[src/rtl/mbx_pkg.sv]
package mbx_pkg;

  typedef enum logic [2:0] {
    ST_IDLE  = 3'd0,
    ST_ARG   = 3'd1,
    ST_MSG   = 3'd2,
    ST_POLL  = 3'd3,
    ST_FINAL = 3'd4
  } req_state_e;

  localparam int unsigned RESP_W_DEF = 8;
  localparam logic [RESP_W_DEF-1:0] CODE_OK      = 8'h01;
  localparam logic [RESP_W_DEF-1:0] CODE_REJECT  = 8'hFE;
  localparam logic [RESP_W_DEF-1:0] CODE_FAILURE = 8'hFF;

endpackage

[src/rtl/mbx_us_tick.sv]
module mbx_us_tick #(
  parameter int unsigned CLK_DIV = 4
) (
  input  logic clk,
  input  logic rst_n,
  input  logic clr_i,
  output logic tick_o
);
  localparam int unsigned CW = (CLK_DIV > 1) ? $clog2(CLK_DIV) : 1;
  localparam logic [CW-1:0] LAST = CW'(CLK_DIV - 1);

  logic [CW-1:0] cnt_q;

  assign tick_o = !clr_i && (cnt_q == LAST);

  always_ff @(posedge clk or negedge rst_n) begin
    if (!rst_n) begin
      cnt_q <= '0;
    end else if (clr_i || cnt_q == LAST) begin
      cnt_q <= '0;
    end else begin
      cnt_q <= cnt_q + 1'b1;
    end
  end

  generate
    if (CLK_DIV > 1) begin : g_spacing
      // ticks never come on back-to-back cycles
      assert_tick_spacing_R4: assert property (@(posedge clk) disable iff (!rst_n)
        tick_o |=> !tick_o);
    end
  endgenerate

endmodule

[src/rtl/mbx_poll_count.sv]
module mbx_poll_count #(
  parameter int unsigned TMO_W = 16
) (
  input  logic             clk,
  input  logic             rst_n,
  input  logic             clr_i,
  input  logic             inc_i,
  input  logic [TMO_W-1:0] limit_i,
  output logic             expired_o
);
  logic [TMO_W-1:0] cnt_q;

  assign expired_o = (cnt_q == limit_i);

  always_ff @(posedge clk or negedge rst_n) begin
    if (!rst_n) begin
      cnt_q <= '0;
    end else if (clr_i) begin
      cnt_q <= '0;
    end else if (inc_i && !expired_o) begin
      cnt_q <= cnt_q + 1'b1;
    end
  end

  // the tick count never runs past the configured limit
  assert_no_overrun_R5: assert property (@(posedge clk) disable iff (!rst_n)
    !clr_i |-> (cnt_q <= limit_i));

endmodule

[src/rtl/mbx_resp_eval.sv]
module mbx_resp_eval #(
  parameter int unsigned RESP_W = 8
) (
  input  logic [RESP_W-1:0] code_i,
  output logic              answered_o,
  output logic              is_err_o
);
  localparam logic [RESP_W-1:0] C_REJ  = RESP_W'(8'hFE);
  localparam logic [RESP_W-1:0] C_FAIL = RESP_W'(8'hFF);

  always_comb begin
    answered_o = (code_i != '0);
    is_err_o   = (code_i == C_REJ) || (code_i == C_FAIL);
  end

endmodule

[src/rtl/mbx_msg_requester.sv]
module mbx_msg_requester
  import mbx_pkg::*;
#(
  parameter int unsigned CLK_DIV = 4,
  parameter int unsigned ID_W    = 32,
  parameter int unsigned MSG_W   = 16,
  parameter int unsigned ARG_W   = 32,
  parameter int unsigned TMO_W   = 16,
  parameter int unsigned RESP_W  = 8
) (
  input  logic              clk,
  input  logic              rst_n,
  input  logic              start_i,
  input  logic [ID_W-1:0]   cmd_id_i,
  input  logic              arg_valid_i,
  input  logic [ARG_W-1:0]  arg_i,
  input  logic [TMO_W-1:0]  tmo_ticks_i,
  output logic              busy_o,
  output logic              done_o,
  output logic              err_o,
  output logic [RESP_W-1:0] resp_o,
  output logic              mbx_arg_we_o,
  output logic [ARG_W-1:0]  mbx_arg_o,
  output logic              mbx_msg_we_o,
  output logic [MSG_W-1:0]  mbx_msg_o,
  input  logic [RESP_W-1:0] mbx_resp_i
);
  localparam int unsigned KEEP_W = (MSG_W < ID_W) ? MSG_W : ID_W;

  req_state_e        state_q, state_d;
  logic [KEEP_W-1:0] msg_q;
  logic [ARG_W-1:0]  arg_q;
  logic [TMO_W-1:0]  tmo_q;
  logic              done_q, err_q;
  logic [RESP_W-1:0] resp_q;

  logic tick, expired, answered, is_err, accept;

  assign accept = start_i && (state_q == ST_IDLE);

  mbx_us_tick #(.CLK_DIV(CLK_DIV)) u_tick (
    .clk    (clk),
    .rst_n  (rst_n),
    .clr_i  (state_q != ST_POLL),
    .tick_o (tick)
  );

  mbx_poll_count #(.TMO_W(TMO_W)) u_poll (
    .clk       (clk),
    .rst_n     (rst_n),
    .clr_i     (state_q != ST_POLL),
    .inc_i     (tick),
    .limit_i   (tmo_q),
    .expired_o (expired)
  );

  mbx_resp_eval #(.RESP_W(RESP_W)) u_eval (
    .code_i     (mbx_resp_i),
    .answered_o (answered),
    .is_err_o   (is_err)
  );

  always_comb begin
    state_d = state_q;
    unique case (state_q)
      ST_IDLE:  if (start_i) state_d = arg_valid_i ? ST_ARG : ST_MSG;
      ST_ARG:   state_d = ST_MSG;
      ST_MSG:   state_d = ST_POLL;
      ST_POLL: begin
        if (expired)              state_d = ST_FINAL;
        else if (tick && answered) state_d = ST_FINAL;
      end
      ST_FINAL: state_d = ST_IDLE;
      default:  state_d = ST_IDLE;
    endcase
  end

  always_ff @(posedge clk or negedge rst_n) begin
    if (!rst_n) begin
      state_q <= ST_IDLE;
      msg_q   <= '0;
      arg_q   <= '0;
      tmo_q   <= '0;
      done_q  <= 1'b0;
      err_q   <= 1'b0;
      resp_q  <= '0;
    end else begin
      state_q <= state_d;
      done_q  <= (state_q == ST_FINAL);
      if (accept) begin
        msg_q  <= cmd_id_i[KEEP_W-1:0];
        arg_q  <= arg_i;
        tmo_q  <= tmo_ticks_i;
        err_q  <= 1'b0;
        resp_q <= '0;
      end
      if (state_q == ST_FINAL) begin
        resp_q <= mbx_resp_i;
        err_q  <= is_err;
      end
    end
  end

  assign busy_o       = (state_q != ST_IDLE);
  assign done_o       = done_q;
  assign err_o        = err_q;
  assign resp_o       = resp_q;
  assign mbx_arg_we_o = (state_q == ST_ARG);
  assign mbx_arg_o    = arg_q;
  assign mbx_msg_we_o = (state_q == ST_MSG);
  assign mbx_msg_o    = MSG_W'(msg_q);

  // an argument write is followed straight away by the message write
  assert_arg_then_msg_R1: assert property (@(posedge clk) disable iff (!rst_n)
    mbx_arg_we_o |=> mbx_msg_we_o);

  // one message write per command
  assert_single_msg_R3: assert property (@(posedge clk) disable iff (!rst_n)
    mbx_msg_we_o |=> !mbx_msg_we_o);

  // the error flag only ever goes with an error code
  assert_err_code_R7: assert property (@(posedge clk) disable iff (!rst_n)
    err_o |-> (resp_o == RESP_W'(8'hFE) || resp_o == RESP_W'(8'hFF)));

  // done lasts one cycle and comes with busy low
  assert_done_pulse_R8: assert property (@(posedge clk) disable iff (!rst_n)
    done_o |=> !done_o);
  assert_done_idle_R8: assert property (@(posedge clk) disable iff (!rst_n)
    done_o |-> !busy_o);

  // a start while busy leaves the captured command untouched
  assert_ignore_busy_R9: assert property (@(posedge clk) disable iff (!rst_n)
    (busy_o && start_i) |=> ($stable(msg_q) && $stable(arg_q) && $stable(tmo_q)));

endmodule

[config.mk]
export PLATFORM = sky130hd
export DESIGN_NAME = mbx_msg_requester
export DESIGN_NICKNAME = d
export VERILOG_FILES = /design/src/rtl/mbx_pkg.sv /design/src/rtl/mbx_us_tick.sv /design/src/rtl/mbx_poll_count.sv /design/src/rtl/mbx_resp_eval.sv /design/src/rtl/mbx_msg_requester.sv
export SDC_FILE = /design/constraint.sdc
export NUM_CORES = 1
export LEC_CHECK = 0
export CAP_MARGIN = 20
export CORE_UTILIZATION = 48
export DETAILED_ROUTE_END_ITERATION = 10
export PLACE_DENSITY = 0.88
export SYNTH_ARGS = -nofsm -noshare
export SYNTH_HDL_FRONTEND = slang
export SYNTH_SLANG_ARGS = --single-unit
[constraint.sdc]
create_clock -name clk -period 5.8 [get_ports clk]
set_input_delay 1.45 -clock clk [delete_from_list [all_inputs] [get_ports clk]]
set_output_delay 1.45 -clock clk [all_outputs]
set_load 0.1 [all_outputs]
# Word level (Yosys, flattened, before mapping)
# Cells that the tools add are included.
[totals] regBits=95 latch_bits=0 ram_bits=0 rom_bits=0 input_bits=92 out_inout_bits=61 word_cells=48 n_memories=0
[op_classes] n_addsub=2 n_mul=0 div=0 magnitude_cmp=0 eq_ne=11 shifts=0 mux=12 bitwise=0 reduce_logical=14
[ops] op="16-bit two-way mux" count=2
[ops] op="16-bit by 1-bit adder with 16-bit output (second input constant)" count=1
[ops] op="16-bit == test" count=1
[ops] op="8-bit == test (second input constant)" count=2
[ops] op="8-bit two-way mux" count=2
[ops] op="3-bit case mux with 4 select lines" count=1
[ops] op="3-bit two-way mux" count=3
[ops] op="8-bit nonzero test" count=1
[ops] op="3-bit by 2-bit == test with 1-bit output (second input constant)" count=2
[ops] op="3-bit by 2-bit inequality test with 1-bit output (second input constant)" count=2
[ops] op="1-bit logical AND" count=4
[ops] op="2-bit two-way mux" count=2
[ops] op="2-bit nonzero test" count=2
[ops] op="3-bit by 1-bit == test with 1-bit output (second input constant)" count=1
[ops] op="3-bit == test (second input constant)" count=1
[ops] op="3-bit logical NOT" count=1
[ops] op="3-bit nonzero test" count=1
[ops] op="2-bit by 1-bit adder with 2-bit output (second input constant)" count=1
[ops] op="2-bit == test (second input constant)" count=1
[ops] op="1-bit logical NOT" count=2
[ops] op="1-bit logical OR" count=2
[ops] op="1-bit two-way mux" count=2
[ops] op="2-bit inequality test (second input constant)" count=1
[ops] op="2-bit AND reduction" count=1

# Depth between registers and ports, before layout
[logic_depth] word_depth=7 ltp_mapped=8 depth_no_buf=5

# Cells and area by module
# From an unflattened synthesis, not the netlist that was laid out.
[unflattened] hier_cells=303 hier_area_um2=4410.5
[modules_own_cells] module="mbx_msg_requester" n_inst=1 cells_per_inst=174 area_each_um2=3206.8 seq_area_each_um2=1926.8
[modules_own_cells] module="mbx_poll_count" n_inst=1 cells_per_inst=117 area_each_um2=1086.0 seq_area_each_um2=400.4
[modules_own_cells] module="mbx_us_tick" n_inst=1 cells_per_inst=6 area_each_um2=86.3 seq_area_each_um2=50.0
[modules_own_cells] module="mbx_resp_eval" n_inst=1 cells_per_inst=6 area_each_um2=31.3 seq_area_each_um2=0.0

# Worst setup path before layout
# No wires, ideal clock.
[synth_path] path_type="reg-to-output" start="register state_q[1]" end="output mbx_arg_we_o" t_arrival_ns=2.659 required_ns=4.350 setup_slack_ns=1.691 path_stages_with_launch=2 n_path_buf=0 cell_sequence="dfrtp_1 -> nor3b_1"
[synth_between] elab_chain_len=1
[synth_rtl] item="start: declaration" line="mbx_msg_requester.sv:30" source="req_state_e state_q, state_d;"
[synth_rtl] item="start signal: assignment" line="mbx_msg_requester.sv:88" source="state_q <= state_d;"
[synth_rtl] item="3-bit by 1-bit == test with 1-bit output" line="mbx_msg_requester.sv:108" source="assign mbx_arg_we_o = (state_q == ST_ARG);"
[synth_rtl] item="end: declaration" line="mbx_msg_requester.sv:22" source="output logic mbx_arg_we_o,"
# No other way between the ends.

# Final worst setup path
[layout_path] start="register state_q[0]" end="output mbx_msg_we_o"
[layout_between] elab_chain_len=1
[layout_rtl] item="3-bit by 2-bit == test with 1-bit output" line="mbx_msg_requester.sv:110" source="assign mbx_msg_we_o = (state_q == ST_MSG);"
[layout_rtl] item="end: declaration" line="mbx_msg_requester.sv:24" source="output logic mbx_msg_we_o,"
# No other way between the ends.

==> impl_metrics.prom <==
# TYPE chip_impl_metric gauge
chip_impl_info{name="worstSetupEndpointType",value="primary output"} 1
chip_impl_metric{name="row_count",unit=""} 33
chip_impl_info{name="grt_setup_unrepaired",value="false"} 1
chip_impl_metric{name="timing.final.hold_violations",unit=""} 0
chip_impl_metric{name="synth_fp_nets",unit=""} 417
chip_impl_metric{name="final.period_utilization",unit="%"} 64.7
chip_impl_metric{name="dpl_worst_slack",unit="ns"} 2.24
chip_impl_metric{name="global_route.usage.total",unit="%"} 22.8
chip_impl_metric{name="clkSinkCount",unit=""} 95
chip_impl_metric{name="finalWirelength",unit="um"} 9340
chip_impl_metric{name="initial_antenna_violation_count",unit=""} 0
chip_impl_metric{name="dieHeight",unit="um"} 94.0
chip_impl_metric{name="finalHoldWorstSlack",unit="ns"} 0.445
chip_impl_info{name="critPathKind",value="flop to primary output"} 1
chip_impl_metric{name="cts_htree_levels",unit=""} 3
chip_impl_metric{name="place.gp.congestion",unit=""} 0.802
chip_impl_metric{name="max_slew.worst_pin.slew",unit="ns"} 1.03
chip_impl_metric{name="grt_max_degree",unit=""} 74
chip_impl_metric{name="gr-total-overflow",unit=""} 0
chip_impl_metric{name="asyncSetResetFlopFracSynth",unit="%"} 100
chip_impl_metric{name="synthesis.instances",unit=""} 323
chip_impl_metric{name="tritoncts_buffers",unit=""} 9
chip_impl_metric{name="first_pass_grt_wire_length",unit="um"} 15200
chip_impl_metric{name="slew_viol_final",unit=""} 0
chip_impl_metric{name="clk_transition_reported_paths",unit="ns"} 0.08
chip_impl_metric{name="ant_nets",unit=""} 0
chip_impl_metric{name="timing.hold.worst_path_depth",unit=""} 1
chip_impl_metric{name="ff2ff_path_depth",unit=""} 4
chip_impl_info{name="min_delay_endpoint",value="u_tick.cnt_q[0]"} 1
chip_impl_metric{name="die_w",unit="um"} 94.0
chip_impl_metric{name="design.core.area",unit="mm2"} 0.00822
chip_impl_metric{name="first_global_vias",unit=""} 3154
chip_impl_metric{name="clk_latency",unit="ns"} 0.37
chip_impl_metric{name="fp.dieArea",unit="mm2"} 0.00884
chip_impl_metric{name="critPathRequiredTime",unit="ns"} 4.35
chip_impl_info{name="synth.largest_area_cell",value="sky130_fd_sc_hd__dfrtp_1"} 1
chip_impl_metric{name="dpl_cell_area",unit="mm2"} 0.00549
chip_impl_metric{name="area.growth.synth_to_final",unit="%"} 39.5
chip_impl_metric{name="postCtsSetupBuffers",unit=""} 0
chip_impl_metric{name="tns",unit="ns"} 0
chip_impl_info{name="yosys-top-cells-area",value="sky130_fd_sc_hd__dfrtp_1 58%, sky130_fd_sc_hd__mux2_2 18%, sky130_fd_sc_hd__xor2_1 3.7%"} 1
chip_impl_metric{name="yosys.cell_types.count",unit=""} 35
chip_impl_metric{name="finalNetCount",unit=""} 550
chip_impl_metric{name="synth_top_area_share",unit="%"} 58.5
chip_impl_metric{name="syn_area_per_cell",unit="um2"} 12.6
chip_impl_metric{name="layout-drive-gt1-share",unit="%"} 18.0
chip_impl_metric{name="maxSlewHeadroom",unit="%"} 30.8
chip_impl_metric{name="drtPass1Iterations",unit=""} 6
chip_impl_info{name="worstReg2RegStart",value="state_q[1]"} 1
chip_impl_metric{name="drt-wirelength-per-cell",unit="um"} 16.5
chip_impl_info{name="cp-start-kind",value="flop"} 1
chip_impl_metric{name="place.port_buffers",unit=""} 136
chip_impl_metric{name="post_synth_instance_area",unit="mm2"} 0.00407
chip_impl_metric{name="achievable-frequency",unit="MHz"} 266
chip_impl_info{name="postSynth.topFlopCell",value="sky130_fd_sc_hd__dfrtp_1"} 1
chip_impl_metric{name="finalInstanceArea",unit="mm2"} 0.00567
chip_impl_metric{name="clock_tree.buffer_depth",unit=""} 2
chip_impl_metric{name="detail_route.vias_per_cell",unit=""} 5.45
chip_impl_metric{name="route.vias.total",unit=""} 3087
chip_impl_metric{name="route.detailed.drc",unit=""} 0
chip_impl_info{name="post-synth-top-count-cell",value="sky130_fd_sc_hd__dfrtp_1"} 1
chip_impl_info{name="ctsRootBufferMaster",value="sky130_fd_sc_hd__clkbuf_8"} 1
chip_impl_metric{name="timing.max_cap.violations",unit=""} 0
chip_impl_metric{name="timing.critical_path.arrival",unit="ns"} 2.30
chip_impl_metric{name="hold_buffers",unit=""} 0
chip_impl_info{name="synth_top_cells_by_count",value="95 x sky130_fd_sc_hd__dfrtp_1, 64 x sky130_fd_sc_hd__mux2_2, 27 x sky130_fd_sc_hd__nand2_1"} 1
chip_impl_metric{name="ys_ff_latch",unit=""} 95
chip_impl_info{name="regToRegEndpoint",value="mbx_msg_o[7]"} 1
chip_impl_metric{name="yosys_warnings",unit=""} 0
chip_impl_metric{name="total_of_cells_resized_after_clock_tree_synthesis",unit=""} 0
chip_impl_metric{name="worst_clock_skew",unit="ns"} 0.0137
chip_impl_info{name="holdCritStartpoint",value="u_tick.cnt_q[0]"} 1
chip_impl_metric{name="antenna_cells",unit=""} 0
chip_impl_metric{name="starting_utilization_of_the_core_area",unit="%"} 49.5
chip_impl_metric{name="count_of_flip_flops_with_a_built_in_enable_after_synthesis",unit=""} 0
chip_impl_info{name="hold_path.class",value="flop to flop"} 1
chip_impl_metric{name="cp_max_fo",unit=""} 8
chip_impl_metric{name="drt_iter0_markers",unit=""} 214
chip_impl_metric{name="postLayoutSetupSlackWorst",unit="ns"} 2.05
chip_impl_metric{name="finalSetupViolCount",unit=""} 0
chip_impl_metric{name="reg2reg_slack",unit="ns"} 3.33
chip_impl_metric{name="post_synthesis_sequential_area_ratio",unit="%"} 58.5
chip_impl_metric{name="post-dp-hpwl",unit="um"} 6670
chip_impl_metric{name="i_o_pin_total",unit=""} 153
chip_impl_info{name="tritoncts",value="built"} 1
chip_impl_info{name="outcome",value="finished, final reports clean"} 1
chip_impl_metric{name="min_period",unit="ns"} 3.75
-- worst max-delay path: stages, from the launching register on --
cell and delay (ns):
sky130_fd_sc_hd__dfrtp_1 0.46, sky130_fd_sc_hd__nand2b_1 0.21, sky130_fd_sc_hd__nor2_1 0.12, sky130_fd_sc_hd__clkdlybuf4s50_1 1.16
-- kinds of logic after synthesis --
| logic type | Yosys count | synth area share (%) |
|---|---|---|
| xor+xnor | 17 | 3.66 |
| buf+inv | 20 | 2.49 |
| mux | 64 | 17.7 |
| compound gates | 42 | 5.94 |
| fa+ha+maj | 2 | 0.615 |
| simple gates | 83 | 11.1 |
| flops | 95 | 58.5 |
-- area by class of cell --
class	instances	area [um2]
fill	550	2540
sequential	95	2380
multi-input combinational	208	1590
timing repair buffer	138	1370
clock buffer	11	141
tap	105	131
clock inverter	5	41.3
inverter	4	15.0
-- sequential cells by signal, indices dropped and copies added (netlist names) --
| register | count |
|---|---|
| done_o | 1 |
| err_o | 1 |
| mbx_arg_o | 32 |
| mbx_msg_o | 16 |
| resp_o | 8 |
| state_q | 3 |
| tmo_q | 16 |
| u_poll.cnt_q | 16 |
| u_tick.cnt_q | 2 |
-- per-stage QoR --
| stage | util (%) | std cells |
|---|---|---|
| after floorplan | - | 323 |
| after global placement | 66.8 | 550 |
| after detailed placement | 66.8 | 550 |
| after CTS | 69.0 | 566 |
| after global routing | 69.0 | 566 |
| final | 69.0 | 566 |
-- metal layers --
metal,GRT usage (%),vias up,wire length [um]
met3,8.58,27,701
met5,0,-,0
li1,-,1427,-
met2,37.9,123,4840
met4,9.23,0,258
met1,26.4,1510,3540
-- placed cells by master (no fill, tap or decap), types with 9 or more instances in the layout --
cell                              count
sky130_fd_sc_hd__a21oi_1             13
sky130_fd_sc_hd__o21ai_0             18
sky130_fd_sc_hd__mux2_2              64
sky130_fd_sc_hd__nand2_1             27
sky130_fd_sc_hd__clkbuf_8            10
sky130_fd_sc_hd__clkdlybuf4s50_1    135
sky130_fd_sc_hd__dfrtp_1             95
sky130_fd_sc_hd__nand4_1              9
sky130_fd_sc_hd__xor2_1              17
-- worst max path at each step --
| stage | start | to | slack, ns | cells past startpoint |
|---|---|---|---|---|
| 2_1_floorplan | state_q[1] | mbx_arg_we_o | 1.69 | 1 |
| 3_3_place_gp | start_i | mbx_msg_o[1] | 2.29 | 5 |
| 3_5_place_dp | start_i | mbx_arg_o[29] | 2.24 | 5 |
| 4_1_cts | state_q[0] | mbx_msg_we_o | 2.02 | 3 |
| 5_1_grt | state_q[0] | mbx_msg_we_o | 1.94 | 3 |
| 6_report | state_q[0] | mbx_msg_we_o | 2.05 | 3 |
Power is left out: the tool's default activity adds up to more than one toggle a clock period on the data nets, which glitch-free logic cannot reach.
